<file path="config.mk">
export PLATFORM = sky130hd
export DESIGN_NAME = ready_select
export DESIGN_NICKNAME = d
export VERILOG_FILES = /design/src/rtl/sel_pkg.sv /design/src/rtl/sel_rotate.sv /design/src/rtl/sel_prio_pick.sv /design/src/rtl/sel_eligibility.sv /design/src/rtl/ready_select.sv
export SDC_FILE = /design/constraint.sdc
export NUM_CORES = 1
export LEC_CHECK = 0
export BUFFER_PORTS_ARGS = -buffer_cell sky130_fd_sc_hd__buf_4
export CAP_MARGIN = 20
export CORE_UTILIZATION = 25
export CTS_CLUSTER_DIAMETER = 150
export CTS_CLUSTER_SIZE = 14
export DETAILED_ROUTE_END_ITERATION = 8
export GPL_ROUTABILITY_DRIVEN = 0
export PLACE_DENSITY_LB_ADDON = 0.05
export SKIP_LAST_GASP = 1
export SLEW_MARGIN = 20
export SYNTH_ARGS = -nofsm -noshare
export SYNTH_HDL_FRONTEND = slang
export SYNTH_HIERARCHICAL = 1
export SYNTH_SLANG_ARGS = --single-unit
</file>
<file path="constraint.sdc">
create_clock -name clk -period 13.2 [get_ports clk]
set_clock_uncertainty 0.2 [all_clocks]
set_input_delay 2.64 -clock clk [delete_from_list [all_inputs] [get_ports clk]]
set_output_delay 2.64 -clock clk [all_outputs]
set_load 0.02 [all_outputs]
</file>
<file path="src/rtl/sel_pkg.sv">
// Package: default sizes shared by the ready-selector modules.
// Assumes the entry count is a power of two so that index arithmetic wraps.
package sel_pkg;
    parameter int DEF_ENTRIES = 8;
    parameter int DEF_FU_TYPES = 4;
    parameter int DEF_SLOTS = 2;
endpackage

</file>
<file path="src/rtl/sel_rotate.sv">
// Module: sel_rotate
// Rotates a vector by a variable amount, either right (toward bit 0) or left.
// Assumes amt < W.
module sel_rotate #(
    parameter int W = 8,
    parameter int SH_W = 3,
    parameter bit LEFT = 1'b0
) (
    input  logic [W-1:0]    din,
    input  logic [SH_W-1:0] amt,
    output logic [W-1:0]    dout
);
    logic [2*W-1:0] shd;

    generate
        if (LEFT) begin : g_left
            // purpose: upper half of the doubled word shifted left is the left rotation
            assign shd  = {din, din} << amt;
            assign dout = shd[2*W-1:W];
        end else begin : g_right
            // purpose: lower half of the doubled word shifted right is the right rotation
            assign shd  = {din, din} >> amt;
            assign dout = shd[W-1:0];
        end
    endgenerate
endmodule

</file>
<file path="src/rtl/sel_prio_pick.sv">
// Module: sel_prio_pick
// Find-first picker: reports the lowest set bit of req as an index and a one-hot.
// Assumes IW is wide enough to hold W-1.
module sel_prio_pick #(
    parameter int W = 8,
    parameter int IW = 3
) (
    input  logic [W-1:0]  req,
    output logic          found,
    output logic [IW-1:0] pos,
    output logic [W-1:0]  onehot
);
    // purpose: scan from the top so the lowest requesting position wins
    always_comb begin
        found = |req;
        pos   = '0;
        for (int i = W - 1; i >= 0; i--) begin
            if (req[i]) pos = IW'(i);
        end
        onehot = found ? (W'(1) << pos) : '0;
    end
endmodule

</file>
<file path="src/rtl/sel_eligibility.sv">
// Module: sel_eligibility
// Works out, per entry in physical index order, whether the entry may be picked.
// The entry must be inside the tail..head window and have both locks clear. It
// must be neither dispatched nor executed, and its unit type must not be busy.
// A store must also sit at the tail. Pointers carry one wrap bit above the index.
module sel_eligibility #(
    parameter int NUM_ENT = 8,
    parameter int NUM_FU = 4,
    parameter int IDX_W = 3,
    parameter int FU_W = 2
) (
    input  logic [IDX_W:0]          head_ptr,
    input  logic [IDX_W:0]          tail_ptr,
    input  logic [NUM_ENT-1:0]      src1_lock,
    input  logic [NUM_ENT-1:0]      src2_lock,
    input  logic [NUM_ENT-1:0]      dispatched,
    input  logic [NUM_ENT-1:0]      executed,
    input  logic [NUM_ENT-1:0]      is_store,
    input  logic [NUM_ENT*FU_W-1:0] fu_type,
    input  logic [NUM_FU-1:0]       fu_busy,
    output logic [NUM_ENT-1:0]      ready
);
    logic [IDX_W:0] occupancy;

    // purpose: number of live entries from tail up to head
    assign occupancy = head_ptr - tail_ptr;

    // purpose: per-entry eligibility from window, status bits, unit busy and store rule
    always_comb begin
        logic [IDX_W-1:0] age;
        logic [FU_W-1:0]  typ;
        logic             in_win;
        logic             unit_free;
        logic             store_ok;
        for (int i = 0; i < NUM_ENT; i++) begin
            age       = IDX_W'(i) - tail_ptr[IDX_W-1:0];
            in_win    = {1'b0, age} < occupancy;
            typ       = fu_type[i*FU_W +: FU_W];
            unit_free = !fu_busy[typ];
            store_ok  = !is_store[i] || (age == '0);
            ready[i]  = in_win && !src1_lock[i] && !src2_lock[i] && !dispatched[i]
                        && !executed[i] && unit_free && store_ok;
        end
    end
endmodule

</file>
<file path="src/rtl/ready_select.sv">
// Module: ready_select
// Picks up to NUM_SEL eligible queue entries per cycle, oldest first by distance
// from the tail. No functional-unit type gets more than one grant per cycle.
// The ready vector is rotated so the oldest entry is at bit 0, a chain of
// find-first pickers each drop the type of the previous pick, and the picked
// one-hots are rotated back. Outputs are registered (one-cycle latency).
// Assumes NUM_ENT is a power of two and NUM_FU is a power of two.
module ready_select #(
    parameter int NUM_ENT = sel_pkg::DEF_ENTRIES,
    parameter int NUM_FU = sel_pkg::DEF_FU_TYPES,
    parameter int NUM_SEL = sel_pkg::DEF_SLOTS,
    localparam int IDX_W = $clog2(NUM_ENT),
    localparam int PTR_W = IDX_W + 1,
    localparam int FU_W = $clog2(NUM_FU)
) (
    input  logic                     clk,
    input  logic                     rst_n,
    input  logic [PTR_W-1:0]         head_ptr,
    input  logic [PTR_W-1:0]         tail_ptr,
    input  logic [NUM_ENT-1:0]       src1_lock,
    input  logic [NUM_ENT-1:0]       src2_lock,
    input  logic [NUM_ENT-1:0]       dispatched,
    input  logic [NUM_ENT-1:0]       executed,
    input  logic [NUM_ENT-1:0]       is_store,
    input  logic [NUM_ENT*FU_W-1:0]  fu_type,
    input  logic [NUM_FU-1:0]        fu_busy,
    output logic [NUM_SEL-1:0]       grant_vld,
    output logic [NUM_SEL*IDX_W-1:0] grant_idx,
    output logic [NUM_ENT-1:0]       set_disp
);
    logic [IDX_W-1:0]   tail_idx;
    logic [NUM_ENT-1:0] ready_phys;
    logic [NUM_ENT-1:0] ready_rot;
    logic [FU_W-1:0]    rot_type [NUM_ENT];
    logic [NUM_ENT-1:0] cand [NUM_SEL+1];
    logic               found_w [NUM_SEL];
    logic [IDX_W-1:0]   pos_r [NUM_SEL];
    logic [NUM_ENT-1:0] oh_r [NUM_SEL];
    logic [IDX_W-1:0]   phys_idx [NUM_SEL];
    logic [NUM_ENT-1:0] pick_rot;
    logic [NUM_ENT-1:0] pick_phys;

    assign tail_idx = tail_ptr[IDX_W-1:0];

    sel_eligibility #(
        .NUM_ENT(NUM_ENT), .NUM_FU(NUM_FU), .IDX_W(IDX_W), .FU_W(FU_W)
    ) u_elig (
        .head_ptr(head_ptr), .tail_ptr(tail_ptr),
        .src1_lock(src1_lock), .src2_lock(src2_lock),
        .dispatched(dispatched), .executed(executed), .is_store(is_store),
        .fu_type(fu_type), .fu_busy(fu_busy), .ready(ready_phys)
    );

    sel_rotate #(.W(NUM_ENT), .SH_W(IDX_W), .LEFT(1'b0)) u_rot_in (
        .din(ready_phys), .amt(tail_idx), .dout(ready_rot)
    );

    // purpose: unit type of each entry, listed in age order
    always_comb begin
        logic [IDX_W-1:0] ent;
        for (int p = 0; p < NUM_ENT; p++) begin
            ent         = IDX_W'(p) + tail_idx;
            rot_type[p] = fu_type[ent*FU_W +: FU_W];
        end
    end

    assign cand[0] = ready_rot;

    generate
        for (genvar k = 0; k < NUM_SEL; k++) begin : g_slot
            logic [NUM_ENT-1:0] same_type;

            sel_prio_pick #(.W(NUM_ENT), .IW(IDX_W)) u_pick (
                .req(cand[k]), .found(found_w[k]), .pos(pos_r[k]), .onehot(oh_r[k])
            );

            // purpose: mark every entry sharing the unit type just picked
            always_comb begin
                for (int p = 0; p < NUM_ENT; p++) begin
                    same_type[p] = (rot_type[p] == rot_type[pos_r[k]]);
                end
            end

            assign cand[k+1]   = cand[k] & ~(found_w[k] ? same_type : '0);
            assign phys_idx[k] = pos_r[k] + tail_idx;
        end
    endgenerate

    // purpose: merge the per-slot picks in age order
    always_comb begin
        pick_rot = '0;
        for (int k = 0; k < NUM_SEL; k++) pick_rot = pick_rot | oh_r[k];
    end

    sel_rotate #(.W(NUM_ENT), .SH_W(IDX_W), .LEFT(1'b1)) u_rot_out (
        .din(pick_rot), .amt(tail_idx), .dout(pick_phys)
    );

    // purpose: register grants, indices and the dispatched-set mask
    always_ff @(posedge clk) begin
        if (!rst_n) begin
            grant_vld <= '0;
            grant_idx <= '0;
            set_disp  <= '0;
        end else begin
            for (int k = 0; k < NUM_SEL; k++) begin
                grant_vld[k]                  <= found_w[k];
                grant_idx[k*IDX_W +: IDX_W]   <= found_w[k] ? phys_idx[k] : '0;
            end
            set_disp <= pick_phys;
        end
    end

    // ---------------- assertions ----------------
    logic armed;

    // purpose: enable checks only once a full cycle of history follows reset
    always_ff @(posedge clk) begin
        if (!rst_n) armed <= 1'b0;
        else        armed <= 1'b1;
    end

    function automatic logic [FU_W-1:0] type_of(input logic [NUM_ENT*FU_W-1:0] t,
                                                input logic [IDX_W-1:0] i);
        return t[i*FU_W +: FU_W];
    endfunction

    function automatic logic busy_hit(input logic [NUM_FU-1:0] b,
                                      input logic [NUM_ENT*FU_W-1:0] t,
                                      input logic [IDX_W-1:0] i);
        return b[type_of(t, i)];
    endfunction

    logic [IDX_W-1:0] out_idx [NUM_SEL];

    assert_no_blocked_grant_R2: assert property (@(posedge clk) disable iff (!rst_n || !armed)
        (set_disp & $past(src1_lock | src2_lock | dispatched | executed)) == '0)
        else $error("blocked entry granted");

    assert_empty_no_grant_R4: assert property (@(posedge clk) disable iff (!rst_n || !armed)
        $past(head_ptr == tail_ptr) |-> (set_disp == '0))
        else $error("grant from empty queue");

    assert_store_at_tail_R7: assert property (@(posedge clk) disable iff (!rst_n || !armed)
        (set_disp & $past(is_store) & ~(NUM_ENT'(1) << $past(tail_idx))) == '0)
        else $error("store granted while not oldest");

    assert_mask_count_R8: assert property (@(posedge clk) disable iff (!rst_n || !armed)
        $countones(set_disp) == $countones(grant_vld))
        else $error("mask and grants disagree");

    generate
        for (genvar k = 0; k < NUM_SEL; k++) begin : g_chk
            assign out_idx[k] = grant_idx[k*IDX_W +: IDX_W];

            assert_busy_unit_R3: assert property (@(posedge clk) disable iff (!rst_n || !armed)
                grant_vld[k] |-> !busy_hit($past(fu_busy), $past(fu_type), out_idx[k]))
                else $error("grant to busy unit type");

            assert_mask_has_slot_R8: assert property (@(posedge clk) disable iff (!rst_n || !armed)
                grant_vld[k] |-> set_disp[out_idx[k]])
                else $error("granted index missing from mask");

            if (k > 0) begin : g_order
                assert_age_order_R5: assert property (@(posedge clk) disable iff (!rst_n || !armed)
                    grant_vld[k] |-> (grant_vld[k-1] &&
                        (IDX_W'(out_idx[k] - $past(tail_idx)) >
                         IDX_W'(out_idx[k-1] - $past(tail_idx)))))
                    else $error("slots out of age order");
            end

            for (genvar j = 0; j < k; j++) begin : g_pair
                assert_one_per_type_R6: assert property (@(posedge clk) disable iff (!rst_n || !armed)
                    (grant_vld[j] && grant_vld[k]) |->
                        (type_of($past(fu_type), out_idx[j]) != type_of($past(fu_type), out_idx[k])))
                    else $error("two grants of one unit type");
            end
        end
    endgenerate
endmodule

</file>
* Word level (Yosys, flattened, before mapping)
Index checks and enable logic that the tools add are counted.
** Word-level totals
- Bits in registers :: 16
** Operators by class
- Shift operators :: 12
- $add $sub $neg :: 18
- Reduce and logical (&&, ||, !) cells :: 116
- Magnitude comparators :: 17
- Equality and inequality tests :: 8
- Mux-type cells :: 38
- Bitwise gates (word level) :: 4
** Operators by type and width (number)
- $shiftx A16 B5 Y2 :: 8
- $logic_and A1 B1 Y1 :: 48
- $logic_not A1 Y1 :: 48
- $mux W3 :: 16
- $lt A3 B4 Y1 :: 8
- $logic_not A3 Y1 :: 8
- $lt A2 B3 Y1 const B :: 8
- $mux W8 :: 3
- $bmux W1 S2 :: 8
- $eq A2 B2 Y1 :: 8
- $reduce_or A8 Y1 :: 2
- $shl A1 B3 Y8 const A :: 2
- $shl A16 B3 Y16 :: 1
- $shr A16 B3 Y8 :: 1
- $add A3 B3 Y3 const A :: 4
- $sub A3 B3 Y3 const A :: 4
- $and A8 B8 Y8 :: 1
- $logic_or A1 B1 Y1 :: 8
- $mux W1 :: 8
- $not A8 Y8 :: 1
- $or A8 B8 Y8 :: 1
- $add A2 B3 Y3 const A :: 2
- $add A3 B3 Y3 :: 2
- $bmux W2 S3 :: 1
- 8 further kinds :: 12

* Logic depth before layout (Yosys ltp)
Gate-level depths: netlist of the first run.
- Depth in word-level cells :: 37
- Gate-level depth with buffers :: 30
- Depth with buffers taken out :: 29

* Cells and area by module
The synthesis of the first run kept the hierarchy.
** Modules (own cells, without submodules)
- ready_select :: cells each 219, sequential area each 320.3 um2, area each 2113.3 um2, instances 1
- sel_eligibility :: cells each 84, sequential area each 0.0 um2, area each 848.3 um2, instances 1
- sel_rotate :: cells each 19, sequential area each 0.0 um2, area each 326.6 um2, instances 2
- sel_prio_pick :: cells each 25, sequential area each 0.0 um2, area each 141.4 um2, instances 2

* Worst setup path after synthesis of the first run
OpenSTA, ideal clock, no wires.
- Path type :: in2reg
- Start point :: in tail_ptr[0]
- End point :: reg set_disp[3]
- Stages on the path :: 25
- Setup time :: 115 ps
- Arrival time :: 8945 ps
- Setup slack :: 3940 ps
- Cells stage by stage :: nor2b_4 > inv_2 > fa_1 > inv_1 > ha_1 > a21o_1 > maj3_2 > a2111oi_2 > mux4_1 > mux2_2 > inv_2 > a221o_2 > a21oi_1 > buf_1 > a2111oi_0 > nor4_4 > xnor2_1 > o41a_1 > nand2b_1 > a221o_2 > nor2b_1 > or2_2 > mux4_1 > mux2_2 > and2_1
** RTL lines
- from (decl) :: line ready_select.sv:19 : input logic [PTR_W-1:0] tail_ptr,
- to (signal assigned) :: line ready_select.sv:110 : set_disp <= pick_phys;
- to (decl) :: line ready_select.sv:29 : output logic [NUM_ENT-1:0] set_disp

==> impl_results.md, run 1 <==
- Outcome: finished clean
- Die area: roughly 16000 um^2
- Crit path kind: in2reg
- Internal power: ~0.17 mW
- WP data required: 13.13 ns
- Most common cell after layout, fill and taps aside: buf_4
- Mapped Nets: 482
- Net load switching power: 0.107 mW
- CP Data Arrival Time: 10.72 ns
- Placeable Area: roughly 15000 um^2
- Yosys reg bits: 16
- Tcrit/Tclk final: a little over 80%
- N_diodes: 0
- Inst Count DP: roughly 640
- Iter 0 DRT Violations: 155
- Area growth syn-to-layout: 20.9%
- Critical path launch point type: input pin
- Layout cells sized above 1: approximately 37%
- Clk pin slew, worst setup/hold paths: 0.05 ns
- Synth unique cells: 60
- Seq/Total Area, Yosys: under 10%
- Post-synth top flop: dfxtp_1
- Hold Crit Class: in2reg
- DR vias: ~3300
- Final hold vios: 0
- Switching fraction of total power: between 30% and 40%
- Drt via density: a little over 5
- Max-Cap Viols: 0
- Post-Syn Instances: 391
- Fillers: around 1600
- DRT antenna net count: 0
- LEAKAGE: between 2 and 2.5 nW
- Ports: 86
- Initial antenna violation count: 0
- GRT Overall Usage: approximately 15%
- Clk sink count: 16
- Post-synth EDFFs: 0
- Crit end category: register
- Final non-filler cell total: about 640
- H-tree depth: 1
- Fmax: roughly 90 MHz
- Hold depth: 2
- Clock power frac: 20.6%
- Setup_tns: 0 ns
- Drt wl/cell: between 15 and 20 um
- Nets: 549
- Setup violators final: 0
- Synthesized cell area: a little under 4000 um^2
- Clock root cell: clkbuf_16
- Hold Path Sink: set_disp[0]
- Hold slack: around 2.5 ns
- Minimum clock period: 10.79 ns
- Synth warn: 6
- Hold-fix buffers, CTS: 0
- Crit Path Max Fanout: 55
- Peak VDD IR: roughly 0.035 mV
- Starting Density: around a quarter
- Average size of a mapped cell: ~10 um^2
- Wire length of the first global-routing pass: approximately 19 mm
- Post_cts resized: 0
- Ys async rst share: 0%
- CTS tree: done
- Vias in the first global route: roughly 3500
- Chip width: around 130 um
- CTS buffer count: 3
- TritonRoute pass-1 iters: 4
- Seq pwr share: 18.3%
- Min-delay src: rst_n
- Worst slew margin: approximately a third
- Gr ovfl total: 0
- Port Buf Inserts: 85
- Most frequent cells in the layout: buf_4, mux2i_1, nor2_1
- Least-Margin Pin Slew: between 0.9 and 1 ns
- Die Y: 127 um
- DRC viols: 0
- DP HPWL: around 9.2 mm
- Worst slack at placement: 2.13 ns
- Power per cell area: around 59 nW/um^2
- Deepest clock path buffer count: 2
- Postcts setup bufs: 0
- Final WL: 11.6 mm
- Row count: 45
- Fin worst setup slack: about 2.4 ns
- Logic gate share of total power: around three fifths
- RSZ-0062 raised after global routing: false
- Largest net degree at the start of global routing: 56
- Max-slew violation count: 0
==> metal layers <==
metal	track usage, %	wire length, um	vias up
li1	-	-	1629
met5	0	0	-
met3	2.02	421	4
met1	18.6	5300	1602
met4	1.12	38	0
met2	27.6	5890	74
==> how the worst max path moves through the flow <==
stage	cells after the start	to	start
6_report	25	set_disp[1]	tail_ptr[0]
5_1_grt	25	set_disp[1]	tail_ptr[0]
4_1_cts	25	set_disp[1]	tail_ptr[0]
3_5_place_dp	25	set_disp[1]	tail_ptr[0]
3_3_place_gp	25	set_disp[7]	tail_ptr[0]
2_1_floorplan	25	set_disp[3]	tail_ptr[0]
==> registers in the layout, summed over array words and instances (netlist names) <==
| register | count |
|---|---|
| grant_vld | 2 |
| set_disp | 8 |
| grant_idx | 6 |
==> through the flow <==
step / power (mW) / area, um^2 / util [%]
floorplan: 0.172 / 3900 / -
global placement: 0.223 / 4640 / 30.5
detailed placement: 0.223 / 4640 / 30.5
CTS: 0.282 / 4710 / 31.0
global route: 0.299 / 4710 / 31.0
finish: 0.278 / 4710 / 31.0
==> worst max-delay path: stages <==
cell,delay [ns]
buf_4,0.52
nor2b_4,0.30
inv_2,0.06
fa_1,0.48
inv_1,0.10
ha_1,0.31
a21o_1,0.19
maj3_2,0.32
a2111oi_2,0.54
mux4_1,0.38
mux2_2,0.26
inv_2,0.05
a221o_2,0.43
a21oi_1,0.62
a2111oi_0,0.29
nor4_4,0.75
xnor2_1,0.13
o41a_1,0.38
nand2b_1,0.16
a221o_2,0.38
nor2b_1,0.14
or2_2,0.33
mux4_1,0.53
mux2_2,0.28
and2_1,0.15
==> cell families (layout without fill, tap and decap cells) <==
logic type      after synthesis  after routing  synth area share (%)
fa+ha+maj                    29             29                  9.57
simple gates                120            120                  18.0
flops                        16             16                  8.22
mux                          91             91                  37.9
compound gates               54             54                  11.2
buf+inv                      51            116                  6.10
xor+xnor                     30             30                  8.99
==> synth_stat cells, types with 4 or more instances <==
master,number,area share [%]
a211oi_1,5,0.96
mux4_2,18,10
o21ai_0,9,1.2
nor3b_1,8,1.5
or4_1,4,0.77
nand2b_1,4,0.64
and3_1,7,1.1
xor2_1,6,1.3
or2_2,8,1.3
maj3_2,6,1.7
clkbuf_1,6,0.58
nor3_1,6,0.77
mux2i_1,29,7.4
a2111oi_2,4,1.5
dfxtp_1,16,8.2
xnor2_1,17,3.8
nor4_1,8,1.3
mux4_1,19,13
buf_1,5,0.48
and2_1,12,1.9
ha_1,18,5.8
nor2_1,26,2.5
a31oi_1,6,0.96
nand2_1,15,1.4
nand3_1,6,0.77
buf_2,7,0.90
mux2_2,24,6.9
inv_2,4,0.39
inv_1,24,2.3
buf_6,5,1.4
a21boi_0,4,0.77
==> area by class of cell <==
cell class                 count  area, um^2  area share, %
clock buffer                   3        75.1           1.59
timing repair buffer          85         638           13.5
tap                          188         235           4.99
sequential                    16         320           6.80
inverter                      28         105           2.23
multi-input combinational    324        3340           70.9
==> power groups by stage <==
stage | clock, mW | combinational (mW) | sequential (mW)
final | 0.0572 | 0.170 | 0.0507
after CTS | 0.0598 | 0.172 | 0.0507
after global routing | 0.0624 | 0.186 | 0.0508
after detailed placement | 0 | 0.171 | 0.0517
after floorplan | 0 | 0.118 | 0.0539
after global placement | 0 | 0.171 | 0.0517
No activity file was read; power rests on OpenSTA's default activity.
==> run 2, diff against run 1 <==
- clock period: 13.2 -> 10.2 ns (I/O delays scaled with it)
==> run 2 against run 1 <==
Effect of this change: die area did not move; count of clock-buffer cells in the layout did not move; flip-flop and latch count did not move; final cell count rose by 1.4%; via count rose by 2.1%; clock power rose by 30%; global-route usage fell by 0.069 points; routed wire length rose by 1.1%; non-clock buffer count rose by 9; sequential share of layout area fell by 0.096 points; total power rose by 32%.
==> impl_results.md, run 2 (synthesized netlist as in run 1, its figures left out) <==
- Hold Crit Class: in2reg
- Beginning of the critical path: head_ptr[0]
- Nets: 558
- Critical path launch point type: input pin
- Placeable Area: around 15000 um^2
- Hold-fix buffers, CTS: 0
- Clock root cell: clkbuf_16
- DR vias: 3377
- CP max stage delay: about 0.57 ns
- Regs by FF count: set_disp (8), grant_idx (6), grant_vld (2)
- Largest net degree at the start of global routing: between 50 and 60
- Minimum clock period: between 9 and 10 ns
- H-tree depth: 1
- Largest register FFs: 8
- N_diodes: 0
- Power per cell area: around 76 nW/um^2
- Final WL: about 12 mm
- CTS buffer count: 3
- Hold depth: 2
- Fmax: 107 MHz
- Worst slack at placement: around 0.66 ns
- Setup violators final: 0
- LEAKAGE: between 2 and 2.5 nW
- Deepest clock path buffer count: 2
- Drt wl/cell: between 15 and 20 um
- Fin worst setup slack: slightly below 0.9 ns
- Reg with most FFs: set_disp
- CP most frequent cell: nor2_1
- Peak VDD IR: slightly below 0.04 mV
- Row count: 45
- WP data required: approximately 10 ns
- Max-slew violation count: 0
- Crit path kind: in2reg
- Outcome: finished clean
- CTS tree: done
- Wire length of the first global-routing pass: approximately 19 mm
- Hold Path Sink: set_disp[3]
- Setup_tns: 0 ns
- RSZ-0062 raised after global routing: false
- Chip width: 127 um
- Most frequent cells in the layout: buf_4, mux2i_1, nor2_1
- Die area: approximately 16000 um^2
- Post_cts resized: 0
- DP HPWL: approximately 9.3 mm
- CP Data Arrival Time: roughly 9.3 ns
- TritonRoute pass-1 iters: 4
- Die Y: between 100 and 150 um
- Least-Margin Pin Slew: slightly above 0.8 ns
- DRC viols: 0
- Postcts setup bufs: 0
- Clk pin slew, worst setup/hold paths: 0.05 ns
- Crit end category: register
- Min-delay src: rst_n
- DRT antenna net count: 0
- GRT Overall Usage: 14.7%
- CP bufs+invs: 3
- Crit Path Max Fanout: 7
- Ports: 86
- Max-Cap Viols: 0
- Clk sink count: 16
- Iter 0 DRT Violations: around 160
- Delay-heaviest family, CP: multiplexers
- Crit path max-delay cell type: mux4_1
- Vias in the first global route: roughly 3300
- Starting Density: 25.6%
- Layout cells sized above 1: between 30% and 40%
- Area growth syn-to-layout: 22.7%
- Worst slew margin: 45.2%
- Gr ovfl total: 0
- Final hold vios: 0
- Tcrit/Tclk final: approximately 91%
- Most common cell after layout, fill and taps aside: buf_4
- Initial antenna violation count: 0
- Port Buf Inserts: 85
- Drt via density: just over 5
==> run 2: changes by cell type in the layout (fill, tap and decap cells not counted) <==
cell	previous run	this run
buf_4	85	94
==> run 2: worst max path at each step <==
stage          slack (ns)  depth (start not counted)     endpoint
6_report             0.88                         28  set_disp[7]
5_1_grt              0.49                         28  set_disp[3]
4_1_cts              0.89                         28  set_disp[6]
3_5_place_dp         0.66                         28  set_disp[6]
3_3_place_gp         0.65                         28  set_disp[3]
2_1_floorplan        1.54                         25  set_disp[3]
==> run 2: cell type report <==
cell class              count  area (um^2)
inverters                  28          105
repair buffers             94          706
fillers                  1606        10400
clock buffers               3         75.1
multi-input cells         324         3340
well taps                 188          235
flip-flops and latches     16          320
==> run 2: metrics by stage <==
stage               utilization [%]  hold WS (ns)  std cells  instance area (um^2)  power, mW
detailed placement             31.0          2.16        650                  4710      0.294
global route                   31.4          1.93        653                  4780      0.392
global placement               31.0          2.16        650                  4710      0.295
floorplan                         -          1.99        391                  3900      0.222
CTS                            31.4          1.91        653                  4780      0.371
finish                         31.4          1.90        653                  4780      0.365
==> run 2: power breakdown <==
part	leakage (nW)	total, mW	internal, mW	switching, mW
Sequential	0.129	0.0656	0.0650	0.000586
Clock	0.0370	0.0744	0.0514	0.0230
Combinational	1.92	0.225	0.107	0.118
==> run 2: layer usage <==
metal  global-route usage (%)  up-vias  wire length, um
met3                     1.64        4              375
met5                        0        -                0
met2                     25.9       64             5840
met1                     20.0     1651             5510
li1                         -     1658                -
met4                     1.12        0               53
==> run 3, diff against run 2 <==
- ABC_AREA: default -> 1
- ABC_CLOCK_PERIOD_IN_PS: default -> 10200
- CORE_UTILIZATION: 25 -> 33
==> run 3 against run 2 <==
Effect of this change: hold slack lost 0.028 ns; non-clock buffer count shrank 9; combinational power grew 71%; global-route usage grew 5.6 points; sequential share of layout area shrank 0.32 points; utilization grew 8.5 points; critical path depth grew 16; synthesized area grew 8.9%; critical endpoint is now set_disp[4]; highest routed layer unchanged.
==> impl_results.md, run 3 <==
- Outcome: finished clean
- Synthesized cell area: 4240 um^2
- CP max stage delay: ~0.57 ns
- Tcrit/Tclk final: between 70% and 80%
- GRT Overall Usage: around a fifth
- Gr ovfl total: 0
- Peak VDD IR: approximately 0.061 mV
- LEAKAGE: 2.86 nW
- Port Buf Inserts: 85
- Iter 0 DRT Violations: 303
- Most frequent cells in the layout: nand2_1, nand3_1, inv_1
- Critical path launch point type: input pin
- DRC viols: 0
- CP Data Arrival Time: about 7.9 ns
- Drt wl/cell: about 13 um
- Final hold vios: 0
- Nets: 923
- Drt via density: between 4 and 5
- Vias in the first global route: 4631
- Wire length of the first global-routing pass: about 22 mm
- Ports: 86
- Die Y: about 120 um
- Max-Cap Viols: 0
- Minimum clock period: roughly 7.9 ns
- Chip width: ~120 um
- Average size of a mapped cell: ~5.6 um^2
- CP most frequent cell: nand2_1
- Max-slew violation count: 0
- Layout Utilization: 39.9%
- Clk pin slew, worst setup/hold paths: 0.05 ns
- Post-synth EDFFs: 0
- Share of the synthesized area in the top cell type: 20.9%
- N_diodes: 0
- Crit path kind: in2reg
- Initial antenna violation count: 0
- Most frequent cell after synthesis: nand2_1
- Postcts setup bufs: 0
- Post-Syn Instances: 760
- Clk sink count: 16
- Deepest clock path buffer count: 2
- Setup violators final: 0
- Reg with most FFs: set_disp
- DP HPWL: about 11 mm
- Synth warn: 6
- Row count: 41
- Crit path max-delay cell type: fa_1
- H-tree depth: 1
- Seq/Total Area, Yosys: between 7 and 8%
- Mapped Nets: 851
- DRT antenna net count: 0
- Crit end category: register
- Main area contributors after synthesis: nand2_1, nand3_1, inv_1
- RSZ-0062 raised after global routing: false
- Die area: 13300 um^2
- Final WL: 13.0 mm
- Largest net degree at the start of global routing: between 40 and 50
- Fmax: between 100 and 150 MHz
- Yosys reg bits: 16
- Post-synth top flop: dfxtp_1
- TritonRoute pass-1 iters: 5
- Crit Path Max Fanout: 36
- Regs by FF count: set_disp (8), grant_idx (6), grant_vld (2)
- Synth top cells by count: nand2_1, nand3_1, inv_1, nor2_1, nand2_2
- Clock root cell: clkbuf_16
- Post_cts resized: 0
- Starting Density: between 30% and 40%
- Most common cell after layout, fill and taps aside: nand2_1
- Hold-fix buffers, CTS: 0
- Ys async rst share: 0%
- Least-Margin Pin Slew: approximately 0.58 ns
- Power per cell area: ~110 nW/um^2
- Layout cells sized above 1: ~25%
- Setup_tns: 0 ns
- Synth area leader: nand2_1
- Worst slew margin: just over 60%
- Placeable Area: 12600 um^2
- Largest register FFs: 8
- Area growth syn-to-layout: 18.3%
- DR vias: between 4000 and 5000
- WP data required: between 10 and 15 ns
- Delay-heaviest family, CP: simple AND/OR/NAND/NOR gates
- CP bufs+invs: 8
- CTS tree: done
- CTS buffer count: 3
- Synth unique cells: 34
- Hold Crit Class: in2reg
-- run 3: cell types whose count changed in the layout (fill, tap and decap cells not counted), sizes merged, moves of 10 or more --
cell / delta
nand3b: +10
mux2i: -29
nand3: +188
inv: +84
nand2: +270
nor4: -11
mux2: -25
mux4: -37
and2: -12
xnor2: -20
nor2: +36
-- run 3: layout make-up --
class | count | area, um^2
clock buffer | 3 | 75.1
tap | 172 | 215
multi-input combinational | 611 | 3290
inverter | 115 | 482
sequential | 16 | 320
timing repair buffer | 85 | 638
fill | 1393 | 7550
-- run 3: layer usage --
layer  vias to the layer above  part of all wire (%)  track usage, %
met5                         -                     0               0
met4                         0                  0.93            2.68
met3                        10                   3.6            1.74
met2                       101                    48            37.0
met1                      2202                    47            26.4
li1                       2549                     -               -
-- run 3: per-stage QoR --
stage / total power [mW] / setup WS [ns] / hold WS (ns) / cells / cell area [um^2]
final: 0.535 / 2.26 / 1.88 / 1002 / 5020
after global routing: 0.592 / 1.64 / 1.90 / 1002 / 5020
after CTS: 0.538 / 2.28 / 1.88 / 1002 / 5020
after detailed placement: 0.460 / 2.05 / 2.14 / 999 / 4940
after global placement: 0.458 / 2.16 / 2.14 / 999 / 4940
after floorplan: 0.364 / 3.29 / 2.08 / 760 / 4240
-- run 3: final timing paths --
kind | from | to | slack [ns] | cells after the start
worst min-delay path | rst_n | set_disp[7] | 1.88 | 3
worst max-delay path | tail_ptr[1] | set_disp[4] | 2.26 | 44
-- run 3: power by group --
part | internal, mW | switching, mW
sequential | 0.0734 | 0.00263
combinational | 0.143 | 0.242
clock | 0.0514 | 0.0232
-- run 3: cell families after synthesis --
group,after synthesis,share of synthesized area (%)
AO/OA/AOI/OAI,21,2.71
XOR/XNOR,4,1.18
adder cells (fa/ha/maj),21,6.72
buffers and inverters,133,14.9
flip-flops,16,7.55
AND/OR/NAND/NOR,565,66.9
-- run 3: worst min-delay path, stage by stage --
cell	delay, ns
buf_4	0.15
nand2_1	0.06
inv_1	0.04
